`src/rtl/gdp_pkg.sv`:
```
package gdp_pkg;

    localparam int NUM_PH  = 3;
    localparam int NUM_FLT = 3;

    typedef enum logic [1:0] {
        FLT_UV = 2'd0,
        FLT_OT = 2'd1,
        FLT_OC = 2'd2
    } flt_src_e;

    typedef struct packed {
        logic hi;
        logic lo;
    } leg_cmd_t;

    typedef struct packed {
        logic hi;
        logic lo;
    } leg_gate_t;

    function automatic int cnt_bits(input int limit);
        return (limit < 1) ? 1 : $clog2(limit + 1);
    endfunction

endpackage

```
`src/rtl/gdp_sync.sv`:
```
module gdp_sync #(
    parameter int   W       = 1,
    parameter logic RST_VAL = 1'b0
) (
    input  logic         clk,
    input  logic         rst,
    input  logic [W-1:0] d_i,
    output logic [W-1:0] q_o
);
    logic [W-1:0] meta_q, stab_q;

    always_ff @(posedge clk) begin
        if (rst) begin
            meta_q <= {W{RST_VAL}};
            stab_q <= {W{RST_VAL}};
        end else begin
            meta_q <= d_i;
            stab_q <= meta_q;
        end
    end

    assign q_o = stab_q;
endmodule

```
`src/rtl/gdp_deglitch.sv`:
```
module gdp_deglitch
    import gdp_pkg::*;
#(
    parameter int FILT_CYC = 100
) (
    input  logic clk,
    input  logic rst,
    input  logic flag_i,
    output logic conf_o
);
    localparam int CW = cnt_bits(FILT_CYC);
    localparam logic [CW-1:0] LIM  = CW'(FILT_CYC);
    localparam logic [CW-1:0] TRIP = CW'(FILT_CYC - 1);

    logic [CW-1:0] run_q;
    logic          conf_q;

    always_ff @(posedge clk) begin
        if (rst) begin
            run_q  <= '0;
            conf_q <= 1'b0;
        end else begin
            if (!flag_i)         run_q <= '0;
            else if (run_q < LIM) run_q <= run_q + 1'b1;
            conf_q <= flag_i && (run_q >= TRIP);
        end
    end

    assign conf_o = conf_q;

    // a confirmation always follows a high flag
    a_r4_conf_follows_flag: assert property (@(posedge clk) disable iff (rst)
        conf_o |-> $past(flag_i));
endmodule

```
`src/rtl/gdp_phase.sv`:
```
module gdp_phase
    import gdp_pkg::*;
#(
    parameter int DEAD_CYC = 50
) (
    input  logic      clk,
    input  logic      rst,
    input  logic      shut_i,
    input  leg_cmd_t  cmd_i,
    output leg_gate_t gate_o
);
    localparam int DW = cnt_bits(DEAD_CYC);
    localparam logic [DW-1:0] DEAD_LD = DW'(DEAD_CYC);

    leg_cmd_t      prev_q, arm_q, rise;
    leg_gate_t     gate_q;
    logic [DW-1:0] dead_q;
    logic          want_hi, want_lo;

    assign rise.hi = cmd_i.hi & ~prev_q.hi;
    assign rise.lo = cmd_i.lo & ~prev_q.lo;

    // interlock: one side only, and only once re-armed by a fresh edge
    assign want_hi = cmd_i.hi & ~cmd_i.lo & (arm_q.hi | rise.hi) & ~shut_i;
    assign want_lo = cmd_i.lo & ~cmd_i.hi & (arm_q.lo | rise.lo) & ~shut_i;

    always_ff @(posedge clk) begin
        if (rst) begin
            prev_q <= '0;
            arm_q  <= '0;
            gate_q <= '0;
            dead_q <= '0;
        end else begin
            prev_q <= cmd_i;
            if (shut_i) begin
                arm_q <= '0;
            end else begin
                if (rise.hi) arm_q.hi <= 1'b1;
                if (rise.lo) arm_q.lo <= 1'b1;
            end

            if (shut_i) begin
                gate_q <= '0;
                dead_q <= DEAD_LD;
            end else if (gate_q.hi && !want_hi) begin
                gate_q.hi <= 1'b0;
                dead_q    <= DEAD_LD;
            end else if (gate_q.lo && !want_lo) begin
                gate_q.lo <= 1'b0;
                dead_q    <= DEAD_LD;
            end else if (dead_q != '0) begin
                dead_q <= dead_q - 1'b1;
            end else if (want_hi && !gate_q.lo) begin
                gate_q.hi <= 1'b1;
            end else if (want_lo && !gate_q.hi) begin
                gate_q.lo <= 1'b1;
            end
        end
    end

    assign gate_o = gate_q;

    // never both switches of the leg
    a_r2_no_overlap: assert property (@(posedge clk) disable iff (rst)
        !(gate_o.hi && gate_o.lo));
    // a turn-on is never directly preceded by the complement being on
    a_r3_gap_lo: assert property (@(posedge clk) disable iff (rst)
        $rose(gate_o.lo) |-> (!$past(gate_o.hi) && !$past(gate_o.hi, 2)));
    a_r3_gap_hi: assert property (@(posedge clk) disable iff (rst)
        $rose(gate_o.hi) |-> (!$past(gate_o.lo) && !$past(gate_o.lo, 2)));
endmodule

```
`src/rtl/gdp_ctrl.sv`:
```
module gdp_ctrl
    import gdp_pkg::*;
#(
    parameter int DEAD_CYC  = 50,
    parameter int FILT_CYC  = 100,
    parameter int PULSE_CYC = 1250
) (
    input  logic              clk,
    input  logic              rst,
    input  logic [NUM_PH-1:0] hi_cmd_i,
    input  logic [NUM_PH-1:0] lo_cmd_i,
    input  logic              uv_flag_i,
    input  logic              ot_flag_i,
    input  logic              oc_flag_i,
    input  logic              flt_line_i,
    output logic [NUM_PH-1:0] hi_gate_o,
    output logic [NUM_PH-1:0] lo_gate_o,
    output logic              flt_pull_o
);
    localparam int PW = cnt_bits(PULSE_CYC);
    localparam logic [PW-1:0] PULSE_LD = PW'(PULSE_CYC);

    logic [NUM_PH-1:0]  hi_s, lo_s;
    logic               line_s;
    logic [NUM_FLT-1:0] flag_raw, flag_conf;
    logic               fault_any, shut;
    logic [PW-1:0]      pulse_q;

    gdp_sync #(.W(2*NUM_PH), .RST_VAL(1'b0)) u_cmd_sync (
        .clk(clk), .rst(rst), .d_i({hi_cmd_i, lo_cmd_i}), .q_o({hi_s, lo_s}));

    gdp_sync #(.W(1), .RST_VAL(1'b1)) u_line_sync (
        .clk(clk), .rst(rst), .d_i(flt_line_i), .q_o(line_s));

    assign flag_raw[FLT_UV] = uv_flag_i;
    assign flag_raw[FLT_OT] = ot_flag_i;
    assign flag_raw[FLT_OC] = oc_flag_i;

    for (genvar f = 0; f < NUM_FLT; f++) begin : g_flt
        gdp_deglitch #(.FILT_CYC(FILT_CYC)) u_dg (
            .clk(clk), .rst(rst), .flag_i(flag_raw[f]), .conf_o(flag_conf[f]));
    end

    assign fault_any = |flag_conf;

    always_ff @(posedge clk) begin
        if (rst)                 pulse_q <= '0;
        else if (fault_any)      pulse_q <= PULSE_LD;
        else if (pulse_q != '0)  pulse_q <= pulse_q - 1'b1;
    end

    assign flt_pull_o = (pulse_q != '0);
    assign shut       = fault_any | flt_pull_o | ~line_s;

    for (genvar p = 0; p < NUM_PH; p++) begin : g_leg
        leg_cmd_t  cmd;
        leg_gate_t gate;
        assign cmd.hi = hi_s[p];
        assign cmd.lo = lo_s[p];
        gdp_phase #(.DEAD_CYC(DEAD_CYC)) u_leg (
            .clk(clk), .rst(rst), .shut_i(shut), .cmd_i(cmd), .gate_o(gate));
        assign hi_gate_o[p] = gate.hi;
        assign lo_gate_o[p] = gate.lo;
    end

    // length of the current pull-low stretch, for the R6 check
    logic [PW-1:0] pull_len_q;
    always_ff @(posedge clk) begin
        if (rst)                       pull_len_q <= '0;
        else if (!flt_pull_o)          pull_len_q <= '0;
        else if (pull_len_q < PULSE_LD) pull_len_q <= pull_len_q + 1'b1;
    end

    // confirmed fault drops every gate on the next cycle
    a_r5_fault_kills_gates: assert property (@(posedge clk) disable iff (rst)
        fault_any |=> (hi_gate_o == '0 && lo_gate_o == '0));
    // confirmed fault starts the pull
    a_r5_fault_pulls: assert property (@(posedge clk) disable iff (rst)
        fault_any |=> flt_pull_o);
    // pull never ends before its minimum length
    a_r6_min_pulse: assert property (@(posedge clk) disable iff (rst)
        $fell(flt_pull_o) |-> (pull_len_q >= PULSE_LD));
    // low shared line drops every gate on the next cycle
    a_r7_line_kills_gates: assert property (@(posedge clk) disable iff (rst)
        !line_s |=> (hi_gate_o == '0 && lo_gate_o == '0));
endmodule

```
`config.mk`:
```
export PLATFORM = sky130hd
export DESIGN_NAME = gdp_ctrl
export DESIGN_NICKNAME = d
export VERILOG_FILES = /design/src/rtl/gdp_pkg.sv /design/src/rtl/gdp_sync.sv /design/src/rtl/gdp_deglitch.sv /design/src/rtl/gdp_phase.sv /design/src/rtl/gdp_ctrl.sv
export SDC_FILE = /design/constraint.sdc
export NUM_CORES = 1
export LEC_CHECK = 0
export BUFFER_PORTS_ARGS = -buffer_cell sky130_fd_sc_hd__buf_2
export CORE_MARGIN = 1.5
export CORE_UTILIZATION = 57
export CTS_BUF_LIST = sky130_fd_sc_hd__clkbuf_2 sky130_fd_sc_hd__clkbuf_4 sky130_fd_sc_hd__clkbuf_8
export CTS_CLUSTER_SIZE = 14
export DETAILED_ROUTE_END_ITERATION = 12
export GPL_TIMING_DRIVEN = 0
export PLACE_DENSITY_LB_ADDON = 0.2
export SLEW_MARGIN = 10
export SYNTH_ARGS = -nofsm -noshare
export SYNTH_HDL_FRONTEND = slang
export SYNTH_SLANG_ARGS = --single-unit
```
`constraint.sdc`:
```
create_clock -name clk -period 2.2 [get_ports clk]
set_clock_uncertainty 0.2 [all_clocks]
set_input_delay 0.44 -clock clk [delete_from_list [all_inputs] [get_ports clk]]
set_output_delay 0.44 -clock clk [all_outputs]
set_load 0.01 [all_outputs]
```
* Word-level counts from Yosys, hierarchy flattened
Cells that the tools add are included.
Storage, ports and cells: flip-flop bits (word level) 85, bits in latches 0, RAM bits 0, ROM bits 0, input bits 12, output and inout port bits 7, word-level logic and storage cells 195, memories kept 0
Cells by class: add/sub/neg operators 7, multipliers 0, div/mod/pow operators 0, $lt $le $gt $ge 6, equality and inequality tests 6, shifts and indexed selects 0, mux-type cells 26, bitwise logic cells 58, reductions and logical operators 56
Operator list (count):
- 2-to-1 mux 6 bit | 12
- NOT 1 bit | 26
- AND 1 bit | 24
- 2-to-1 mux 11 bit | 2
- adder 7 x 1 -> 7 bit, second input constant | 3
- greater-or-equal comparator 7 bit, second input constant | 3
- < comparator 7 bit, second input constant | 3
- nonzero test 6 bit | 3
- subtractor 6 x 1 -> 6 bit, second input constant | 3
- OR reduction 4 bit | 4
- logical AND 1 bit | 15
- zero test 1 bit | 12
- 2-to-1 mux 1 bit | 12
- != test 2 x 1 -> 1 bit, second input constant | 6
- AND reduction 4 bit | 3
- nonzero test 4 bit | 3
- OR reduction 3 bit | 4
- nonzero test 11 bit | 1
- subtractor 11 x 1 -> 11 bit, second input constant | 1
- AND reduction 3 bit | 3
- bitwise OR 1 bit | 8
- nonzero test 2 bit | 4
- OR reduction 2 bit | 4

* Depth between registers and ports, before layout
word-level depth 10, mapped depth 7, depth with buffers taken out 6

* Cells and area by module
Synthesis repeated with hierarchy kept, for this count alone.
Second synthesis, totals: cells, all modules 400, area, all modules 3784.9 µm²
Modules (own cells, without submodules):
- gdp_deglitch | instances 3, cells an instance 40, area an instance 369.1 µm², sequential area each 160.2 µm²
- gdp_phase (g_leg[0].u_leg ...) | instances 2, cells an instance 61, area an instance 531.8 µm², sequential area each 240.2 µm²
- gdp_ctrl | instances 1, cells an instance 71, area an instance 630.6 µm², sequential area each 220.2 µm²
- gdp_phase (g_leg[2].u_leg) | instances 1, cells an instance 58, area an instance 564.3 µm², sequential area each 240.2 µm²
- gdp_sync (u_cmd_sync) | instances 1, cells an instance 25, area an instance 366.6 µm², sequential area each 240.2 µm²
- gdp_sync (u_line_sync) | instances 1, cells an instance 4, area an instance 52.6 µm², sequential area each 40.0 µm²

* Worst setup path before layout
OpenSTA, ideal clock, no wires.
kind reg2reg, from reg pulse_q[0], to reg g_leg[0].u_leg.gate_q, in the netlist g_leg[0].u_leg.gate_o[1], setup time 73 ps, data arrival time 1848 ps, required time 1927 ps, setup slack 79 ps, stages on the path, launching flop included 8, buffers on the path 1, period minus slack after synthesis 2121 ps, cells stage by stage dfxtp_1 > inv_1 > ha_1 > nor3b_4 > nand4_4 > or3_4 > buf_6 > nor3_2
Between the ends: word-level cells in the longest chain between the ends 9, elaborated cells between the ends (all ways) 14, classes of those cells bitwise: 6; reduce/logical: 8
Ends and longest elaborated chain:
- start: declaration | line gdp_ctrl.sv:27 | logic [PW-1:0] pulse_q;
- start signal: assignment | line gdp_ctrl.sv:49 | else if (pulse_q != '0) pulse_q <= pulse_q - 1'b1;
- nonzero test 11 bit * | line gdp_ctrl.sv:52 | assign flt_pull_o = (pulse_q != '0);
- via flt_pull_o | line gdp_ctrl.sv:18 | output logic flt_pull_o
- bitwise OR 1 bit * (2 in series) | line gdp_ctrl.sv:53 | assign shut = fault_any | flt_pull_o | ~line_s;
- NOT 1 bit | line gdp_phase.sv:24, gdp_phase.sv:25
- AND 1 bit | line gdp_phase.sv:25 | assign want_lo = cmd_i.lo & ~cmd_i.hi & (arm_q.lo | rise.lo) & ~shut_i;
- zero test 1 bit | line gdp_phase.sv:48 | end else if (gate_q.lo && !want_lo) begin
- logical AND 1 bit | line gdp_phase.sv:48
- NOT 1 bit (no source line)
- AND reduction 3 bit (no source line)
- end: declaration | line gdp_phase.sv:16 | leg_gate_t gate_q;
Mark *: on every way through the listed nets, which the timed path passes. The rest lies on a longest branch. A chain may end at the register's enable or synchronous reset.

* Final worst setup path
from reg pulse_q[0], to out flt_pull_o
Between the ends: word-level cells in the longest chain between the ends 1
Ends and longest elaborated chain (line):
- nonzero test 11 bit | gdp_ctrl.sv:52
- end: declaration | gdp_ctrl.sv:18
Every way passes these cells.

==> impl_metrics.py <==
metrics = {
    "status": {
        "status": "finished, final reports clean",
    },
    "placed_design": {
        "postPlaceCellArea_um2": 3800,
        "dp_hpwl_um": 4380,
        "pre_cts_ws_ns": -0.163,
        "io_buffers": 18,
        "place_inst": 475,
        "place_congestion": 0.809,
    },
    "pwr": {
        "ir_drop_mv": 0.616,
        "leakage_nw": 1.64,
        "power_density_nw_per_um2": 1210,
    },
    "detailed_routing": {
        "ant_nets": 0,
        "drc": 0,
        "first_pass_iters": 4,
        "vias": 2763,
        "drtIter0Drc": 133,
        "vias_per_cell": 5.54,
        "wl_per_cell_um": 13.3,
        "wirelength_um": 6620,
    },
    "die": {
        "dieArea_um2": 6830,
        "fp.dieW_um": 82.6,
        "rows": 28,
        "die_y_um": 82.6,
        "initial_utilization_pct": 60.0,
        "core_area_um2": 6030,
        "ios": 19,
    },
    "setup_path": {
        "crit_start": "pulse_q[0]$_SDFFE_PP0P_",
        "r2r.worst_path.cells": 8,
        "critPathCaptureType": "output pin",
        "path_cells": "inv_2 -> ha_4 -> nor3b_4 -> nand4_4 -> buf_6",
        "rrSetupSlack_ns": 0.08,
        "crit_path_start_kind": "flip-flop",
        "path_buf_inv": 2,
        "critical-path-slowest-cell": "dfxtp_2",
        "critPathArrivalTime_ns": 1.49,
        "r2r_end": "g_leg[1].u_leg.gate_o[0]$_SDFFE_PP0P_",
        "rr_startpoint": "pulse_q[0]$_SDFFE_PP0P_",
        "worst-path-max-fanout": 3,
        "crit_type": "flip-flop to output pin",
        "path_depth": 5,
        "cp_top_family": "simple AND/OR/NAND/NOR gates",
        "cp.required_ns": 1.56,
        "crit_end": "flt_pull_o",
        "max_stage_delay_ns": 0.33,
    },
    "cts": {
        "cts.sinks": 85,
        "cts.clk_slew.worst_paths_ns": 0.09,
        "cts.path.max_buffers": 2,
        "insertion_delay_ns": 0.35,
        "cts_max_level": 3,
        "cts_tree": "built",
        "cts_made_buffers": 9,
        "cts-root-buf": "clkbuf_8",
    },
    "synthesis": {
        "seq_area_frac_synth_pct": 47.1,
        "synth_top_area_share_pct": 47.1,
        "synth_area_um2": 3610,
        "yosys_register_bits": 85,
        "synth.distinct_cells": 47,
        "synth_top_cell_by_area": "dfxtp_1",
        "synth_cells": 382,
        "synth_common_cells": "dfxtp_1 (85), nor2_1 (44), a21oi_1 (24), inv_1 (21), nand2_1 (19)",
        "synth_nets": 402,
        "synthFlopType": "dfxtp_1",
        "synth_area_leaders": "dfxtp_1 (47%), nor2_1 (4.6%), a21oi_1 (3.3%), xor2_1 (3.1%), nor2b_1 (3.1%)",
        "yosysMostFrequentCell": "dfxtp_1",
        "ys_warn_count": 0,
        "syn_avg_cell_area_um2": 9.46,
        "synth-edff-count": 0,
        "synthArstFlopShare_pct": 0,
    },
    "timing": {
        "timing.final.crit_share_pct": 97.0,
        "setup_viol": 0,
        "worstMarginPinSlew_ns": 0.659,
        "timing.final.ws_setup_ns": 0.0659,
        "slew_viol_final": 0,
        "relSlewSlack_pct": 55.7,
        "finalHoldViolCount": 0,
        "hold_slack_ns": 0.0644,
        "finalCriticalPeriod_ns": 2.13,
        "clock.fmax_ghz": 0.469,
    },
    "job": {
        "drv_cap": 0,
    },
    "finish": {
        "final_cell_area_um2": 4200,
        "nNetsFinal": 439,
        "antennaDiodeCount": 0,
        "final_layout_size_suffix_gt1_share_pct": 16.7,
        "instances_no_fill": 499,
        "nFillCells": 466,
        "areaGrowthSynthToFinish_pct": 16.3,
    },
    "global_routing": {
        "antenna_found_initial": 0,
        "grt_use_total_pct": 21.3,
        "grt_pass1_vias": 2561,
        "grt_pass1_wl_um": 11000,
        "globalRouteOverflowTotal": 0,
        "grt_max_degree": 16,
    },
    "min_path": {
        "hold_path.class": "input port to flip-flop",
    },
}
[kinds of logic after synthesis]
group / Yosys count / synth area share [%]
buf+inv: 30 / 3.32
simple gates: 165 / 26.3
mux: 13 / 3.70
flops: 85 / 47.1
xor+xnor: 22 / 5.33
compound gates: 59 / 11.5
fa+ha+maj: 8 / 2.77
[through the flow]
| stage | utilization, % | total power [mW] | setup TNS (ns) |
|---|---|---|---|
| floorplan | - | 3.10 | 0 |
| global placement | 63.0 | 3.33 | -2.24 |
| detailed placement | 63.0 | 3.39 | -2.98 |
| CTS | 68.8 | 5.01 | 0 |
| global route | 69.8 | 5.41 | -0.00579 |
| finish | 69.8 | 5.10 | 0 |
[area by class of cell]
| class | count | area (um^2) | area share [%] |
|---|---|---|---|
| multi-input combinational | 267 | 1830 | 43.5 |
| sequential | 85 | 1700 | 40.5 |
| timing repair buffer | 26 | 186 | 4.43 |
| clock inverter | 7 | 145 | 3.45 |
| clock buffer | 9 | 124 | 2.95 |
| tap | 75 | 93.8 | 2.23 |
| inverter | 21 | 78.8 | 1.88 |
| buffer | 9 | 45.0 | 1.07 |
[registers in the layout (all words and copies together), names as in the netlist]
register            count
g_flt.u_dg.conf_o       3
g_flt.u_dg.run_q       21
g_leg.u_leg.arm_q       6
g_leg.u_leg.dead_q     18
g_leg.u_leg.gate_o      6
g_leg.u_leg.prev_q      6
pulse_q                11
u_cmd_sync.meta_q       6
u_cmd_sync.q_o          6
u_line_sync.meta_q      1
u_line_sync.q_o         1
[cells in the final DEF, fill, tap and decap left out, types with 3 or more instances in the layout]
master      n
dfxtp_1    83
nor2_1     43
a21oi_1    24
inv_1      19
nand2_1    19
nor2b_1    18
buf_2      17
xor2_1     13
nor3_1     12
a31oi_1    11
mux2i_1    10
nand2b_1   10
xnor2_1     9
clkbuf_8    9
clkbuf_1    8
or3_1       8
nand4_1     8
ha_1        7
nor3b_1     6
or2_2       6
buf_4       6
o21ai_0     5
nand3b_1    5
and3_1      4
and4b_1     4
nand3_1     4
nor4_1      4
bufinv_16   4
nor3_4      3
o21a_1      3
a211oi_1    3
a311oi_1    3
mux2_2      3
[metal layers]
layer / GRT usage [%] / vias to the layer above / routed length (um)
met5: 0 / - / 0
met2: 37.8 / 33 / 3260
li1: - / 1408 / -
met4: 8.00 / 0 / 101
met1: 24.5 / 1312 / 3100
met3: 5.38 / 10 / 170
[timing repair]
item	CTS	global route
pin swaps	2	4
gates resized for setup	7	5
setup buffers	6	1
cloned	0	1
endpoints found under the setup margin	29	6
hold buffers	0	0
[worst min-delay path by stage]
| stage | endpoint | startpoint | slack [ns] | cells past startpoint |
|---|---|---|---|---|
| after floorplan | u_line_sync.q_o$_SDFF_PP1_ | u_line_sync.meta_q$_SDFF_PP1_ | 0.19 | 1 |
| after global placement | u_line_sync.q_o$_SDFF_PP1_ | u_line_sync.meta_q$_SDFF_PP1_ | 0.19 | 1 |
| after detailed placement | u_line_sync.q_o$_SDFF_PP1_ | u_line_sync.meta_q$_SDFF_PP1_ | 0.19 | 1 |
| after CTS | u_line_sync.meta_q$_SDFF_PP1_ | flt_line_i | 0.05 | 2 |
| after global routing | u_line_sync.meta_q$_SDFF_PP1_ | flt_line_i | 0.06 | 2 |
| final | u_line_sync.meta_q$_SDFF_PP1_ | flt_line_i | 0.06 | 2 |
[worst reg2reg max path, delay by kind of cell, from the launching register on]
| kind | cells | cell delay [ns] |
|---|---|---|
| flip-flops | 1 | 0.33 |
| AND/OR/NAND/NOR | 3 | 0.86 |
| AO/OA/AOI/OAI | 1 | 0.11 |
| buffers and inverters | 3 | 0.41 |
| adder cells (fa/ha/maj) | 1 | 0.14 |
[power breakdown]
part | total [mW] | switching, mW | internal (mW) | leakage (nW)
clock | 1.43 | 0.558 | 0.876 | 0.130
sequential | 1.95 | 0.202 | 1.74 | 0.695
combinational | 1.72 | 0.859 | 0.864 | 0.815
Note: power is estimated with default switching activity, not from simulation.
